===== src/rtl/utx_pkg.sv =====
package utx_pkg;

  localparam int REG_W     = 16;
  localparam int DATA_W    = 8;
  localparam int MIN_W     = 5;
  localparam int MAX_FRAME = 1 + DATA_W + 1 + 2;

  // control word bit positions
  localparam int CTRL_ON_BIT = 0;
  localparam int CTRL_TX_BIT = 8;

  // line-format word: bits [6:1] are kept, lowest kept bit is bit 1
  localparam int LINE_LO = 1;
  localparam int LINE_HI = 6;

  typedef struct packed {
    logic [1:0] widthCode;
    logic       fifoOn;
    logic       stop2;
    logic       parEven;
    logic       parEn;
  } lineFmt_t;

  typedef struct packed {
    logic loadFrame;
    logic shiftBit;
  } txStrobe_t;

  function automatic lineFmt_t decodeLine(input logic [LINE_HI-LINE_LO:0] bits);
    lineFmt_t f;
    f.parEn     = bits[0];
    f.parEven   = bits[1];
    f.stop2     = bits[2];
    f.fifoOn    = bits[3];
    f.widthCode = bits[5:4];
    return f;
  endfunction

  function automatic int frameBits(input lineFmt_t f);
    return 1 + MIN_W + int'(f.widthCode) + int'(f.parEn) + (f.stop2 ? 2 : 1);
  endfunction

endpackage


===== src/rtl/utx_datapath.sv =====
module utx_datapath
  import utx_pkg::*;
#(
  parameter int DEPTH = 16
) (
  input  logic                       clk,
  input  logic                       rstN,
  input  logic                       byteWrEn,
  input  logic [DATA_W-1:0]          byteWrData,
  input  lineFmt_t                   fmt,
  input  txStrobe_t                  strb,
  input  logic                       busy,
  output logic                       txOut,
  output logic                       fifoEmpty,
  output logic                       fifoFull,
  output logic [$clog2(DEPTH+1)-1:0] fifoLevel
);

  localparam int PTR_W = (DEPTH > 1) ? $clog2(DEPTH) : 1;
  localparam int CNT_W = $clog2(DEPTH + 1);

  logic [DATA_W-1:0]    mem [DEPTH];
  logic [PTR_W-1:0]     rdPtr;
  logic [PTR_W-1:0]     wrPtr;
  logic [CNT_W-1:0]     count;
  logic [CNT_W-1:0]     capacity;
  logic                 doPush;
  logic                 doPop;
  logic [MAX_FRAME-1:0] frameNext;
  logic [MAX_FRAME-1:0] frameReg;

  function automatic logic [PTR_W-1:0] bumpPtr(input logic [PTR_W-1:0] p);
    return (p == PTR_W'(DEPTH - 1)) ? '0 : p + PTR_W'(1);
  endfunction

  // capacity follows the queueing mode
  assign capacity  = fmt.fifoOn ? CNT_W'(DEPTH) : CNT_W'(1);
  assign fifoFull  = (count >= capacity);
  assign fifoEmpty = (count == '0);
  assign fifoLevel = count;
  assign doPush    = byteWrEn & ~fifoFull;
  assign doPop     = strb.loadFrame;

  always_ff @(posedge clk) begin
    if (doPush) mem[wrPtr] <= byteWrData;
  end

  always_ff @(posedge clk or negedge rstN) begin
    if (!rstN) begin
      rdPtr <= '0;
      wrPtr <= '0;
      count <= '0;
    end else begin
      if (doPush) wrPtr <= bumpPtr(wrPtr);
      if (doPop)  rdPtr <= bumpPtr(rdPtr);
      case ({doPush, doPop})
        2'b10:   count <= count + CNT_W'(1);
        2'b01:   count <= count - CNT_W'(1);
        default: count <= count;
      endcase
    end
  end

  // assemble the complete frame from the queue head, ones fill the tail
  always_comb begin
    logic [DATA_W-1:0] head;
    logic              ones;
    int                nData;
    head      = mem[rdPtr];
    ones      = 1'b0;
    nData     = MIN_W + int'(fmt.widthCode);
    frameNext = '1;
    frameNext[0] = 1'b0;
    for (int i = 0; i < DATA_W; i++) begin
      if (i < nData) begin
        frameNext[1 + i] = head[i];
        ones             = ones ^ head[i];
      end
    end
    if (fmt.parEn) frameNext[1 + nData] = fmt.parEven ? ones : ~ones;
  end

  always_ff @(posedge clk or negedge rstN) begin
    if (!rstN) begin
      frameReg <= '1;
    end else if (strb.loadFrame) begin
      frameReg <= frameNext;
    end else if (strb.shiftBit) begin
      frameReg <= {1'b1, frameReg[MAX_FRAME-1:1]};
    end
  end

  assign txOut = busy ? frameReg[0] : 1'b1;

endmodule


===== src/rtl/utx_control.sv =====
module utx_control
  import utx_pkg::*;
#(
  parameter int TICKS_PER_BIT = 16
) (
  input  logic             clk,
  input  logic             rstN,
  input  logic             regWrEn,
  input  logic             regSel,
  input  logic [REG_W-1:0] regWrData,
  input  logic             baudTick,
  input  logic             fifoEmpty,
  output logic             ctrlOn,
  output logic             txOn,
  output lineFmt_t         fmt,
  output txStrobe_t        strb,
  output logic             busy
);

  localparam int TICK_W = (TICKS_PER_BIT > 1) ? $clog2(TICKS_PER_BIT) : 1;
  localparam int BIT_W  = $clog2(MAX_FRAME + 1);

  typedef enum logic {ST_IDLE, ST_SEND} txState_e;

  txState_e                 state;
  logic [LINE_HI-LINE_LO:0] lineBits;
  logic [TICK_W-1:0]        tickCnt;
  logic [BIT_W-1:0]         bitCnt;
  logic [BIT_W-1:0]         lenReg;
  logic                     gateOn;
  logic                     startNow;
  logic                     bitEnd;
  logic                     lastBit;
  logic                     unusedRegBits;

  assign unusedRegBits = ^{regWrData[REG_W-1:CTRL_TX_BIT+1],
                           regWrData[CTRL_TX_BIT-1:LINE_HI+1]};

  // register bank: only the implemented bits are kept
  always_ff @(posedge clk or negedge rstN) begin
    if (!rstN) begin
      ctrlOn   <= 1'b0;
      txOn     <= 1'b0;
      lineBits <= '0;
    end else if (regWrEn) begin
      if (regSel) begin
        lineBits <= regWrData[LINE_HI:LINE_LO];
      end else begin
        ctrlOn <= regWrData[CTRL_ON_BIT];
        txOn   <= regWrData[CTRL_TX_BIT];
      end
    end
  end

  assign fmt      = decodeLine(lineBits);
  assign gateOn   = ctrlOn & txOn;
  assign startNow = (state == ST_IDLE) & gateOn & ~fifoEmpty;
  assign bitEnd   = baudTick & (tickCnt == TICK_W'(TICKS_PER_BIT - 1));
  assign lastBit  = (bitCnt == lenReg - BIT_W'(1));

  assign strb.loadFrame = startNow;
  assign strb.shiftBit  = (state == ST_SEND) & bitEnd & ~lastBit;
  assign busy           = (state == ST_SEND);

  always_ff @(posedge clk or negedge rstN) begin
    if (!rstN) begin
      state   <= ST_IDLE;
      tickCnt <= '0;
      bitCnt  <= '0;
      lenReg  <= '0;
    end else begin
      case (state)
        ST_IDLE: begin
          if (startNow) begin
            state   <= ST_SEND;
            tickCnt <= '0;
            bitCnt  <= '0;
            lenReg  <= BIT_W'(frameBits(fmt));
          end
        end
        ST_SEND: begin
          // enables are not consulted here: a started frame always completes
          if (baudTick) begin
            if (bitEnd) begin
              tickCnt <= '0;
              if (lastBit) state  <= ST_IDLE;
              else         bitCnt <= bitCnt + BIT_W'(1);
            end else begin
              tickCnt <= tickCnt + TICK_W'(1);
            end
          end
        end
        default: state <= ST_IDLE;
      endcase
    end
  end

endmodule


===== src/rtl/uart_tx_serializer.sv =====
module uart_tx_serializer
  import utx_pkg::*;
#(
  parameter int DEPTH         = 16,
  parameter int TICKS_PER_BIT = 16
) (
  input  logic                       clk,
  input  logic                       rstN,
  input  logic                       regWrEn,
  input  logic                       regSel,
  input  logic [REG_W-1:0]           regWrData,
  input  logic                       byteWrEn,
  input  logic [DATA_W-1:0]          byteWrData,
  input  logic                       baudTick,
  output logic                       txOut,
  output logic                       busy,
  output logic                       fifoEmpty,
  output logic                       fifoFull,
  output logic [$clog2(DEPTH+1)-1:0] fifoLevel
);

  lineFmt_t  fmt;
  txStrobe_t strb;
  logic      ctrlOn;
  logic      txOn;
  logic      popNow;

  assign popNow = strb.loadFrame;

  utx_control #(
    .TICKS_PER_BIT(TICKS_PER_BIT)
  ) u_ctrl (
    .clk      (clk),
    .rstN     (rstN),
    .regWrEn  (regWrEn),
    .regSel   (regSel),
    .regWrData(regWrData),
    .baudTick (baudTick),
    .fifoEmpty(fifoEmpty),
    .ctrlOn   (ctrlOn),
    .txOn     (txOn),
    .fmt      (fmt),
    .strb     (strb),
    .busy     (busy)
  );

  utx_datapath #(
    .DEPTH(DEPTH)
  ) u_dp (
    .clk       (clk),
    .rstN      (rstN),
    .byteWrEn  (byteWrEn),
    .byteWrData(byteWrData),
    .fmt       (fmt),
    .strb      (strb),
    .busy      (busy),
    .txOut     (txOut),
    .fifoEmpty (fifoEmpty),
    .fifoFull  (fifoFull),
    .fifoLevel (fifoLevel)
  );

endmodule


===== config.mk =====
export PLATFORM = sky130hd
export DESIGN_NAME = uart_tx_serializer
export DESIGN_NICKNAME = d
export VERILOG_FILES = /design/src/rtl/utx_pkg.sv /design/src/rtl/utx_datapath.sv /design/src/rtl/utx_control.sv /design/src/rtl/uart_tx_serializer.sv
export SDC_FILE = /design/constraint.sdc
export NUM_CORES = 1
export LEC_CHECK = 0
export ABC_AREA = 1
export BUFFER_PORTS_ARGS = -buffer_cell sky130_fd_sc_hd__buf_2
export CORE_MARGIN = 2
export CORE_UTILIZATION = 65
export DETAILED_ROUTE_END_ITERATION = 10
export PLACE_DENSITY = 0.84
export SLEW_MARGIN = 20
export SYNTH_ARGS = -nofsm -noshare
export SYNTH_HDL_FRONTEND = slang
export SYNTH_SLANG_ARGS = --single-unit

===== constraint.sdc =====
create_clock -name clk -period 4.3 [get_ports clk]
set_input_delay 0.86 -clock clk [delete_from_list [all_inputs] [get_ports clk]]
set_output_delay 0.86 -clock clk [all_outputs]
set_load 0.1 [all_outputs]

==> reports/qor.csv, run 1 <==
stage,metric,value,unit
synthesis,"flops & latches, synth",174,
critical_path,reg-to-reg startpoint,u_dp.rdPtr[1]$_DFFE_PN0P_,
floorplan,Die W,116,µm
routing,vias per cell,5.68,
power,Sw Ratio,29.3,%
critical_path,Setup CP Type,reg2reg,
placed_design,I/O Buffers,30,
cells_and_area,Synth-to-Final Area Change,10.4,%
power,Lkg Pwr,3.83,nW
cts,total CTS buffers,17,
cts,Num Clock Sinks,174,
timing,"Worst Setup Slack, final",1.17,ns
cts,CTS tree,done,
critical_path,CP Launch Point,u_dp.rdPtr[1]$_DFFE_PN0P_,
critical_path,worst r2r dst,u_dp.frameReg[6]$_DFFE_PN1P_,
routing,DR pass1 iterations,7,
power,part of the power in registers,46.2,%
critical_path,R2R setup slack,1.17,ns
timing,Slew headroom,25.9,%
global_routing,initial antenna violation count,0,
critical_path,reg2reg path depth,17,
synthesis,Netlist cell types,38,
cts,Max Buffers Root-to-Sink,2,
placed_design,dpl hpwl,10800,µm
routing,Post-route DRC,0,
cts,Root Buffer,clkbuf_16,
run,max cap viols,0,
power,Max IR drop VDD,0.457,mV
cells_and_area,"commonest non-fill, non-tap cell in the layout",nand2_1,
routing,wire per inst,16.4,µm
timing,Final Skew,0.00532,ns
cts,H-tree depth,4,
critical_path,crit end category,flop,
global_routing,first-pass GRT wire length,26900,µm
cts,Post-CTS Resized,0,
synthesis,Synth Area per Inst,9.77,µm²
synthesis,Syn Inst Count,838,
critical_path,WP data required,4.66,ns
cts,# hold bufs at CTS,0,
synthesis,Yosys warning count,0,
timing,fin. max-slew vios,0,
timing,Tightest Pin Transition,1.11,ns
timing,final hold violation count,0,
cts,clock transition at the registers of the reported paths,0.06,ns
synthesis,asr flop ratio synth,26.4,%
global_routing,Total GRT Usage,26.8,%
floorplan,Top Ports,39,
power,P_int,3.29,mW
cts,Clock Latency Late Sink,0.43,ns
power,clock share of power,35.1,%
cells_and_area,Final #Nets,911,
timing,RSZ-0062 raised after global routing,no,
floorplan,Die Ht,116,µm
power,Net Switching,1.37,mW
placed_design,pre-CTS setup slack,1.38,ns
cells_and_area,"commonest cells after routing, fill and taps aside","206 x nand2_1, 128 x edfxtp_1, 105 x nand3_1",
routing,Detail Route Antenna Nets,0,
power,pwr/cell area,515,nW/µm²
timing,Tmin final,3.13,ns
cts,Post-CTS Setup Repair Bufs,0,
global_routing,largest net degree at the start of global routing,68,
timing,Final Cycle Share,72.8,%
run_status,status,completed,
timing,TNS Setup,0,ns
floorplan,Core ar.,12500,µm²
global_routing,grt ovf,0,
synthesis,Most used DFF post-synth,edfxtp_1,
placed_design,"Cell Area, Placed",8400,µm²
synthesis,Post-Syn Nets,889,
cells_and_area,ratio of cells with drive above 1 in the final layout,10.7,%
timing,Final setup viols,0,
placed_design,Placer Congestion,0.903,
synthesis,post-synthesis cell area,8190,µm²
critical_path,Startpoint Class,flop,
synthesis,sequential fraction of the synthesis area,61.2,%
floorplan,Die Area,13500,µm²
cells_and_area,fin area,9040,µm²
routing,initial DRC count,565,
floorplan,Initial Util,65.7,%
timing,Max Clk Rate,319,MHz
routing,vias post-DR,5932,
min_path,HP Class,in2async,
critical_path,Crit Path Max Fanout,32,
cells_and_area,antenna diode count,0,
synthesis,number of synthesized flops with an enable pin,128,
routing,Routed WL,17100,µm
critical_path,critical path arrival,3.49,ns
floorplan,num rows,41,
global_routing,vias in the first global route,5635,
power,combinational share of power,18.6,%
[worst max-delay path, stage by stage (launching register included)]
cell and delay, ns:
dfrtp_1 0.35, clkinv_1 0.85, nand3_1 0.37, nand3_1 0.16, nand3_1 0.18, nand2_1 0.15, nor2_1 0.18, inv_1 0.05
nand2_1 0.05, nand2_1 0.07, nand3_2 0.10, nand2_2 0.08, nand2_4 0.11, nand3_1 0.11, nand2_1 0.07, nand2_1 0.06
nand2_1 0.06, nand2_1 0.05
[power groups by stage]
| stage | sequential [mW] | combinational [mW] | clock, mW |
|---|---|---|---|
| 2_1_floorplan | 2.32 | 0.506 | 0 |
| 3_3_place_gp | 2.17 | 0.811 | 0 |
| 3_5_place_dp | 2.18 | 0.863 | 0 |
| 4_1_cts | 2.15 | 0.868 | 1.65 |
| 5_1_grt | 2.17 | 0.963 | 1.71 |
| 6_report | 2.15 | 0.868 | 1.64 |
[flip-flops by register name, indices dropped and copies added, names as in the netlist]
name,flops
u_dp.rdPtr,4
u_ctrl.tickCnt,4
u_dp.mem,128
u_ctrl.bitCnt,4
u_dp.wrPtr,4
u_ctrl.fmt,6
u_dp.fifoLevel,5
u_ctrl.lenReg,4
u_dp.frameReg,12
u_ctrl.busy,1
u_ctrl.ctrlOn,1
u_ctrl.txOn,1
[Yosys cell counts (3+ instances only)]
library cell	instances	area share [%]
o21ai_1	11	0.67
edfxtp_1	128	47
mux2_2	3	0.41
ha_1	19	2.9
buf_4	9	0.82
o211ai_1	4	0.37
nor2_1	91	4.2
dfstp_2	12	3.9
xnor2_1	4	0.43
clkbuf_1	7	0.32
nor3_1	5	0.31
inv_2	3	0.14
xor2_1	8	0.86
dfrtp_1	34	10
buf_6	4	0.55
buf_2	11	0.67
a21oi_1	26	1.6
o21ai_0	34	2.1
inv_1	89	4.1
clkinv_1	3	0.14
nand3_1	105	6.4
nand2_1	206	9.4
[cell type report]
| cell class | count | area, µm² |
|---|---|---|
| flip-flops and latches | 174 | 5010 |
| repair buffers | 35 | 190 |
| well taps | 172 | 215 |
| clock inverters | 13 | 194 |
| clock buffers | 19 | 443 |
| inverters | 95 | 357 |
| fillers | 780 | 3430 |
| multi-input cells | 537 | 2630 |
[stage by stage]
stage / cells / hold WS [ns] / util, % / total power, mW
final: 1045 / 0.447 / 72.5 / 4.66
after global routing: 1045 / 0.476 / 72.5 / 4.84
after CTS: 1045 / 0.474 / 72.5 / 4.66
after detailed placement: 1013 / 0.464 / 67.4 / 3.04
after global placement: 1013 / 0.457 / 67.4 / 2.98
after floorplan: 838 / 0.446 / - / 2.82
[worst max path at each step]
stage,to,slack (ns)
after floorplan,u_dp.fifoLevel[4]$_DFFE_PN0P_,0.28
after global placement,u_dp.frameReg[6]$_DFFE_PN1P_,1.47
after detailed placement,u_dp.frameReg[6]$_DFFE_PN1P_,1.38
after CTS,u_dp.frameReg[7]$_DFFE_PN1P_,1.33
after global routing,u_dp.frameReg[6]$_DFFE_PN1P_,0.84
final,u_dp.frameReg[6]$_DFFE_PN1P_,1.17
[metal layers]
metal / vias to the layer above / global-route usage, % / routed length, µm
li1: 2819 / - / -
met1: 2827 / 33.3 / 6800
met2: 245 / 45.7 / 8710
met3: 41 / 5.50 / 1180
met4: 0 / 11.6 / 440
met5: - / 0 / 0
[cells by family (layout without fill, tap and decap cells)]
group	Yosys count	after routing	share of synthesized area, %
DFF	174	174	61.2
buffers and inverters	127	162	6.77
muxes	3	3	0.412
and+or+nand+nor	419	419	21.6
xor gates and xnor gates	12	12	1.28
AOI/OAI and AO/OA	82	82	5.41
adders and majority gates	21	21	3.39
(Power assumes the default switching activity.)
==> run 2, diff against run 1 <==
--- a/config.mk
+++ b/config.mk
@@ -5,12 +5,12 @@
 export SDC_FILE = /design/constraint.sdc
 export NUM_CORES = 1
 export LEC_CHECK = 0
-export ABC_AREA = 1
+export ABC_AREA = 0
 export BUFFER_PORTS_ARGS = -buffer_cell sky130_fd_sc_hd__buf_2
 export CORE_MARGIN = 2
-export CORE_UTILIZATION = 65
+export CORE_UTILIZATION = 61
 export DETAILED_ROUTE_END_ITERATION = 10
-export PLACE_DENSITY = 0.84
+export PLACE_DENSITY = 0.79
 export SLEW_MARGIN = 20
 export SYNTH_ARGS = -nofsm -noshare
 export SYNTH_HDL_FRONTEND = slang
==> constraint.sdc (replaced) <==
create_clock -name clk -period 3.1 [get_ports clk]
set_input_delay 0.62 -clock clk [delete_from_list [all_inputs] [get_ports clk]]
set_output_delay 0.62 -clock clk [all_outputs]
set_load 0.1 [all_outputs]
==> run 2 against run 1 <==
Effect of this change:
- core utilization about the same
- clock skew grew 0.0026 ns
- sequential share of layout area shrank 0.11 points
- the run now ends with negative setup slack left
- die area grew 1.3%
- critical path type unchanged
- synthesized cell count decreased by 42%
- combinational power increased by 72%
- global-route usage is 2.2 points lower
- highest routed layer unchanged
- clock-buffer cell count down 1
==> reports/qor.csv, run 2 <==
stage,metric,value,unit
cells_and_area,Synth-to-Final Area Change,16.6,%
critical_path,worst r2r dst,u_dp.frameReg[6]$_DFFE_PN1P_,
cts,CTS tree,done,
synthesis,post-synthesis cell area,7780,µm²
synthesis,adder-cell area share of the yosys netlist,3.57,%
synthesis,Yosys warning count,0,
timing,Max Clk Rate,318,MHz
floorplan,Core ar.,12500,µm²
synthesis,xor/xnor share of the synthesized area,2.59,%
cells_and_area,antenna diode count,0,
critical_path,Crit Path Max Fanout,8,
cells_and_area,"commonest non-fill, non-tap cell in the layout",edfxtp_1,
floorplan,num rows,41,
synthesis,mux cell area share after synthesis,15.1,%
synthesis,Yosys top cell by area,edfxtp_1,
synthesis,"flops & latches, synth",174,
global_routing,Total GRT Usage,24.5,%
global_routing,largest net degree at the start of global routing,35,
synthesis,sequential fraction of the synthesis area,64.4,%
synthesis,asr flop ratio synth,26.4,%
critical_path,R2R setup slack,-0.04,ns
power,combinational share of power,22.5,%
cts,Num Clock Sinks,174,
power,Net Switching,2.09,mW
critical_path,Startpoint Class,flop,
placed_design,dpl hpwl,10100,µm
placed_design,I/O Buffers,30,
global_routing,vias in the first global route,4520,
synthesis,Yosys top cell area share,49.4,%
cts,clock transition at the registers of the reported paths,0.07,ns
synthesis,Synth Area in Simple Gates,6.46,%
cts,Clock Latency Late Sink,0.43,ns
routing,DR pass1 iterations,4,
timing,"Worst Setup Slack, final",-0.0401,ns
timing,Final setup viols,2,
cells_and_area,Final #Nets,607,
power,part of the power in registers,45.6,%
global_routing,initial antenna violation count,0,
floorplan,Die Ht,117,µm
placed_design,pre-CTS setup slack,-0.0887,ns
power,clock share of power,31.9,%
placed_design,Placed Cells,704,
timing,Slew headroom,48.8,%
synthesis,Compound-Gate Fraction of Synth Area,5.05,%
critical_path,critical path arrival,3.51,ns
critical_path,CP Launch Point,u_dp.rdPtr[0]$_DFFE_PN0P_,
timing,fin. max-slew vios,0,
routing,vias per cell,6.08,
routing,Post-route DRC,0,
cells_and_area,ratio of cells with drive above 1 in the final layout,32.3,%
cells_and_area,filler instances,788,
power,Sw Ratio,31.5,%
routing,initial DRC count,396,
synthesis,most frequent cells after synthesis,"128 x edfxtp_1, 35 x nand2_1, 34 x dfrtp_1",
power,Lkg Pwr,3.39,nW
min_path,HP Class,in2async,
synthesis,Most used DFF post-synth,edfxtp_1,
critical_path,reg2reg path depth,10,
synthesis,number of synthesized flops with an enable pin,128,
synthesis,main combinational cell family by area after synthesis,multiplexers,
routing,Detail Route Antenna Nets,0,
critical_path,Setup CP Type,reg2reg,
synthesis,main area contributors after synthesis,"edfxtp_1 49%, dfrtp_1 11%, mux4_2 5.5%",
synthesis,most common cell in the netlist,edfxtp_1,
cells_and_area,"commonest cells after routing, fill and taps aside","128 x edfxtp_1, 39 x buf_4, 35 x nand2_1",
cells_and_area,"non-filler cells, final",741,
timing,TNS Setup,-0.0453,ns
timing,Tightest Pin Transition,0.768,ns
floorplan,Top Ports,39,
timing,final hold violation count,0,
cts,Max Buffers Root-to-Sink,2,
synthesis,Post-Syn Nets,540,
critical_path,CP Capture Point,u_dp.frameReg[6]$_DFFE_PN1P_,
synthesis,Syn Inst Count,489,
cells_and_area,number of flip-flops in the largest register,128,
cts,# hold bufs at CTS,0,
synthesis,Netlist cell types,57,
cells_and_area,Largest Register,u_dp.mem,
timing,Tmin final,3.14,ns
power,pwr/cell area,729,nW/µm²
routing,wire per inst,21.6,µm
cells_and_area,sequential cell area,5020,µm²
cts,Root Buffer,clkbuf_16,
global_routing,first-pass GRT wire length,24200,µm
critical_path,crit end category,flop,
critical_path,reg-to-reg startpoint,u_dp.rdPtr[0]$_DFFE_PN0P_,
placed_design,Placer Congestion,0.825,
timing,Final Skew,0.00792,ns
floorplan,Die W,117,µm
run_status,status,"complete, but fails checks",
floorplan,Die Area,13700,µm²
power,Max IR drop VDD,0.651,mV
run_status,violated checks,negative setup slack,
synthesis,Synth Area per Inst,15.9,µm²
cts,H-tree depth,4,
routing,vias post-DR,4504,
run,max cap viols,0,
routing,Routed WL,16000,µm
cts,total CTS buffers,17,
timing,Final Cycle Share,101,%
floorplan,Initial Util,62.2,%
power,P_int,4.53,mW
cells_and_area,area occupied by multi-input gates,2650,µm²
global_routing,grt ovf,0,
critical_path,WP data required,3.47,ns
[run 2: worst min path at each step]
stage,slack [ns],start,endpoint
after floorplan,0.32,rstN,u_ctrl.bitCnt[0]$_DFFE_PN0P_
after global placement,0.47,u_ctrl.tickCnt[3]$_DFFE_PN0P_,u_ctrl.tickCnt[3]$_DFFE_PN0P_
after detailed placement,0.48,u_ctrl.tickCnt[3]$_DFFE_PN0P_,u_ctrl.tickCnt[3]$_DFFE_PN0P_
after CTS,0.28,rstN,u_ctrl.lenReg[2]$_DFFE_PN0P_
after global routing,0.32,rstN,u_ctrl.fmt[4]$_DFFE_PN0P_
final,0.26,rstN,u_ctrl.fmt[4]$_DFFE_PN0P_
[run 2: per-stage QoR]
stage	area (µm²)	hold WS (ns)	power, mW	utilization [%]
2_1_floorplan	7910	0.324	4.12	-
3_3_place_gp	8410	0.467	4.42	67.2
3_5_place_dp	8410	0.477	4.50	67.2
4_1_cts	9020	0.276	6.60	72.0
5_1_grt	9080	0.321	6.88	72.5
6_report	9080	0.262	6.62	72.5
[run 2: worst max-delay path, stage by stage (launching register included)]
cell and delay [ns]:
dfrtp_2 0.45, buf_12 0.16, buf_4 0.14, mux4_1 0.56, mux2i_1 0.24, mux2i_2 0.16, xnor2_1 0.22, xnor3_1 0.26
xnor3_1 0.25, a2111oi_1 0.48, a211o_1 0.17
[run 2: area by class of cell]
cell class | instances | share of cell area (%)
clock buffer | 18 | 4.73
clock inverter | 14 | 1.72
inverter | 19 | 0.841
multi-input combinational | 271 | 29.2
sequential | 174 | 55.3
tap | 172 | 2.37
timing repair buffer | 73 | 5.82
[run 2: cell families after synthesis]
logic type                 after synthesis
AOI/OAI and AO/OA                       56
xor gates and xnor gates                19
adders and majority gates               21
buffers and inverters                   44
DFF                                    174
muxes                                   69
and+or+nand+nor                        106
[run 2: what timing repair did]
action	4_1_cts	5_1_grt
gates cloned	0	1
buffers inserted	3	1
endpoints found under the setup margin	12	6
resized for setup	4	10
pin swaps	0	1
[run 2: routing by layer]
metal | part of all wire, % | GRT usage [%] | wire, µm | vias to the layer above
met1 | 42 | 34.2 | 6740 | 2348
li1 | - | - | - | 2018
met4 | 1.6 | 8.24 | 255 | 0
met2 | 52 | 39.4 | 8330 | 120
met3 | 4.4 | 4.99 | 709 | 18
met5 | 0 | 0 | 0 | -
[run 2: power by group through the flow]
stage | Sequential [mW] | Clock (mW) | Combinational [mW]
floorplan | 3.21 | 0 | 0.916
global placement | 3.03 | 0 | 1.39
detailed placement | 3.05 | 0 | 1.45
CTS | 3.01 | 2.13 | 1.47
global route | 3.04 | 2.23 | 1.61
finish | 3.02 | 2.11 | 1.49
==> run 3, diff against run 2 <==
--- a/config.mk
+++ b/config.mk
@@ -11,6 +11,7 @@
 export CORE_UTILIZATION = 61
 export DETAILED_ROUTE_END_ITERATION = 10
 export PLACE_DENSITY = 0.79
+export SKIP_LAST_GASP = 1
 export SLEW_MARGIN = 20
 export SYNTH_ARGS = -nofsm -noshare
 export SYNTH_HDL_FRONTEND = slang
==> run 3 against run 2 <==
Effect of this change:
- the run still ends with negative setup slack left
- routed wire length up 0.14%
- clock power barely moved
- core utilization unchanged
- sequential cell count did not move
- critical path type unchanged
==> reports/qor.csv, run 3 (synthesized netlist as in run 2, its figures left out) <==
stage,metric,value,unit
run,max cap viols,0,
floorplan,Die Ht,117,µm
cells_and_area,Synth-to-Final Area Change,16.6,%
cells_and_area,Largest Register,u_dp.mem,
critical_path,CP Cell Sequence,buf_12 -> buf_4 -> mux4_1 -> mux2i_1 -> mux2i_2 -> xnor2_1 -> xnor3_1 -> xnor3_1 -> a2111oi_1 -> a211o_1,
timing,Tightest Pin Transition,0.769,ns
floorplan,Die Area,13700,µm²
cts,H-tree depth,4,
timing,Max Clk Rate,318,MHz
min_path,HP Class,in2async,
floorplan,num rows,41,
timing,Tmin final,3.14,ns
timing,Slew headroom,48.7,%
cells_and_area,filler instances,788,
global_routing,Total GRT Usage,24.5,%
global_routing,grt ovf,0,
cells_and_area,antenna diode count,0,
global_routing,largest net degree at the start of global routing,35,
cells_and_area,sequential cell area,5020,µm²
timing,Final Cycle Share,101,%
routing,wire per inst,21.7,µm
power,Max IR drop VDD,0.651,mV
timing,RSZ-0062 raised after global routing,yes,
placed_design,I/O Buffers,30,
cells_and_area,"commonest non-fill, non-tap cell in the layout",edfxtp_1,
cells_and_area,area occupied by multi-input gates,2650,µm²
timing,hold slack,0.262,ns
placed_design,dpl hpwl,10100,µm
run_status,status,"complete, but fails checks",
floorplan,Die W,117,µm
routing,Post-route DRC,0,
cells_and_area,"commonest cells after routing, fill and taps aside","128 x edfxtp_1, 39 x buf_4, 35 x nand2_1",
floorplan,Top Ports,39,
placed_design,Placer Congestion,0.825,
timing,Final setup viols,2,
routing,vias post-DR,4489,
cts,CTS tree,done,
cts,total CTS buffers,17,
placed_design,pre-CTS setup slack,-0.0887,ns
cts,Root Buffer,clkbuf_16,
timing,final hold violation count,0,
cts,Clock Latency Late Sink,0.43,ns
routing,vias per cell,6.06,
run_status,violated checks,negative setup slack,
critical_path,Setup CP Type,reg2reg,
routing,DR pass1 iterations,5,
cts,Num Clock Sinks,174,
cells_and_area,number of flip-flops in the largest register,128,
global_routing,first-pass GRT wire length,24200,µm
routing,Detail Route Antenna Nets,0,
critical_path,max incr delay on CP,0.56,ns
power,pwr/cell area,729,nW/µm²
critical_path,WP data required,3.48,ns
timing,"Worst Setup Slack, final",-0.0410,ns
timing,fin. max-slew vios,0,
global_routing,initial antenna violation count,0,
critical_path,Startpoint Class,flop,
timing,Final Skew,0.00791,ns
critical_path,most frequent CP cell,xnor3_1,
cells_and_area,ratio of cells with drive above 1 in the final layout,32.2,%
cells_and_area,Final #Nets,607,
critical_path,critical path arrival,3.52,ns
critical_path,crit end category,flop,
cts,clock transition at the registers of the reported paths,0.07,ns
critical_path,Critical Path Slowest Stage Cell,mux4_1,
cts,Max Buffers Root-to-Sink,2,
cts,# hold bufs at CTS,0,
floorplan,Initial Util,62.2,%
routing,initial DRC count,398,
global_routing,vias in the first global route,4520,
critical_path,Crit Path Max Fanout,8,
floorplan,Core ar.,12500,µm²
routing,Routed WL,16100,µm
power,Lkg Pwr,3.39,nW
## run 3: cell counts in the layout (fill, tap and decap cells not counted)
No cell type changed its count.
## run 3: critical path, delay by kind of cell, from the launching register on
family          cells  cell delay [ns]
compound gates      2             0.65
xor+xnor            3             0.73
buf+inv             2             0.30
flops               1             0.45
mux                 3             0.96
## run 3: final timing paths
| path | slack [ns] | start | cells past startpoint | endpoint |
|---|---|---|---|---|
| hold reg to reg | 0.48 | u_ctrl.tickCnt[3]$_DFFE_PN0P_ | 1 | u_ctrl.tickCnt[3]$_DFFE_PN0P_ |
| max in group asynchronous | 2.10 | rstN | 2 | u_dp.frameReg[4]$_DFFE_PN1P_ |
| setup / recovery | -0.04 | u_dp.rdPtr[0]$_DFFE_PN0P_ | 10 | u_dp.frameReg[6]$_DFFE_PN1P_ |
| hold / removal | 0.26 | rstN | 1 | u_ctrl.fmt[4]$_DFFE_PN0P_ |
| min in group clk | 0.42 | regWrData[5] | 2 | u_ctrl.fmt[4]$_DFFE_PN0P_ |
| setup reg to reg | -0.04 | u_dp.rdPtr[0]$_DFFE_PN0P_ | 10 | u_dp.frameReg[6]$_DFFE_PN1P_ |
## run 3: layout make-up
class                   count  share of cell area, %
flip-flops and latches    174                   55.3
repair buffers             73                   5.82
inverters                  19                  0.841
clock inverters            14                   1.72
clock buffers              18                   4.73
multi-input cells         271                   29.2
well taps                 172                   2.37
## run 3: stage by stage
step	util, %	power, mW	cell area (µm²)	instances	setup TNS [ns]
after global routing	72.5	6.88	9080	741	-0.147
after floorplan	-	4.12	7910	489	-1.72
after CTS	72.0	6.60	9020	739	0
after global placement	67.2	4.42	8410	704	0
final	72.5	6.62	9080	741	-0.0493
after detailed placement	67.2	4.50	8410	704	-0.508
## run 3: metal layers
layer	track usage [%]	vias up	part of all wire, %
met5	0	-	0
met4	8.24	0	1.6
met3	4.99	20	4.2
met2	39.4	114	52
met1	34.2	2336	42
li1	-	2019	-
## run 3: repair_timing
item / in CTS / in global routing
cloned: 0 / 1
setup buffers: 3 / 1
setup endpoints to repair: 12 / 6
pin swaps: 0 / 1
gates resized for setup: 4 / 9
## run 3: power by group
group	switching (mW)	internal, mW
Clock	0.914	1.20
Combinational	0.975	0.514
Sequential	0.199	2.82
Total	2.09	4.53
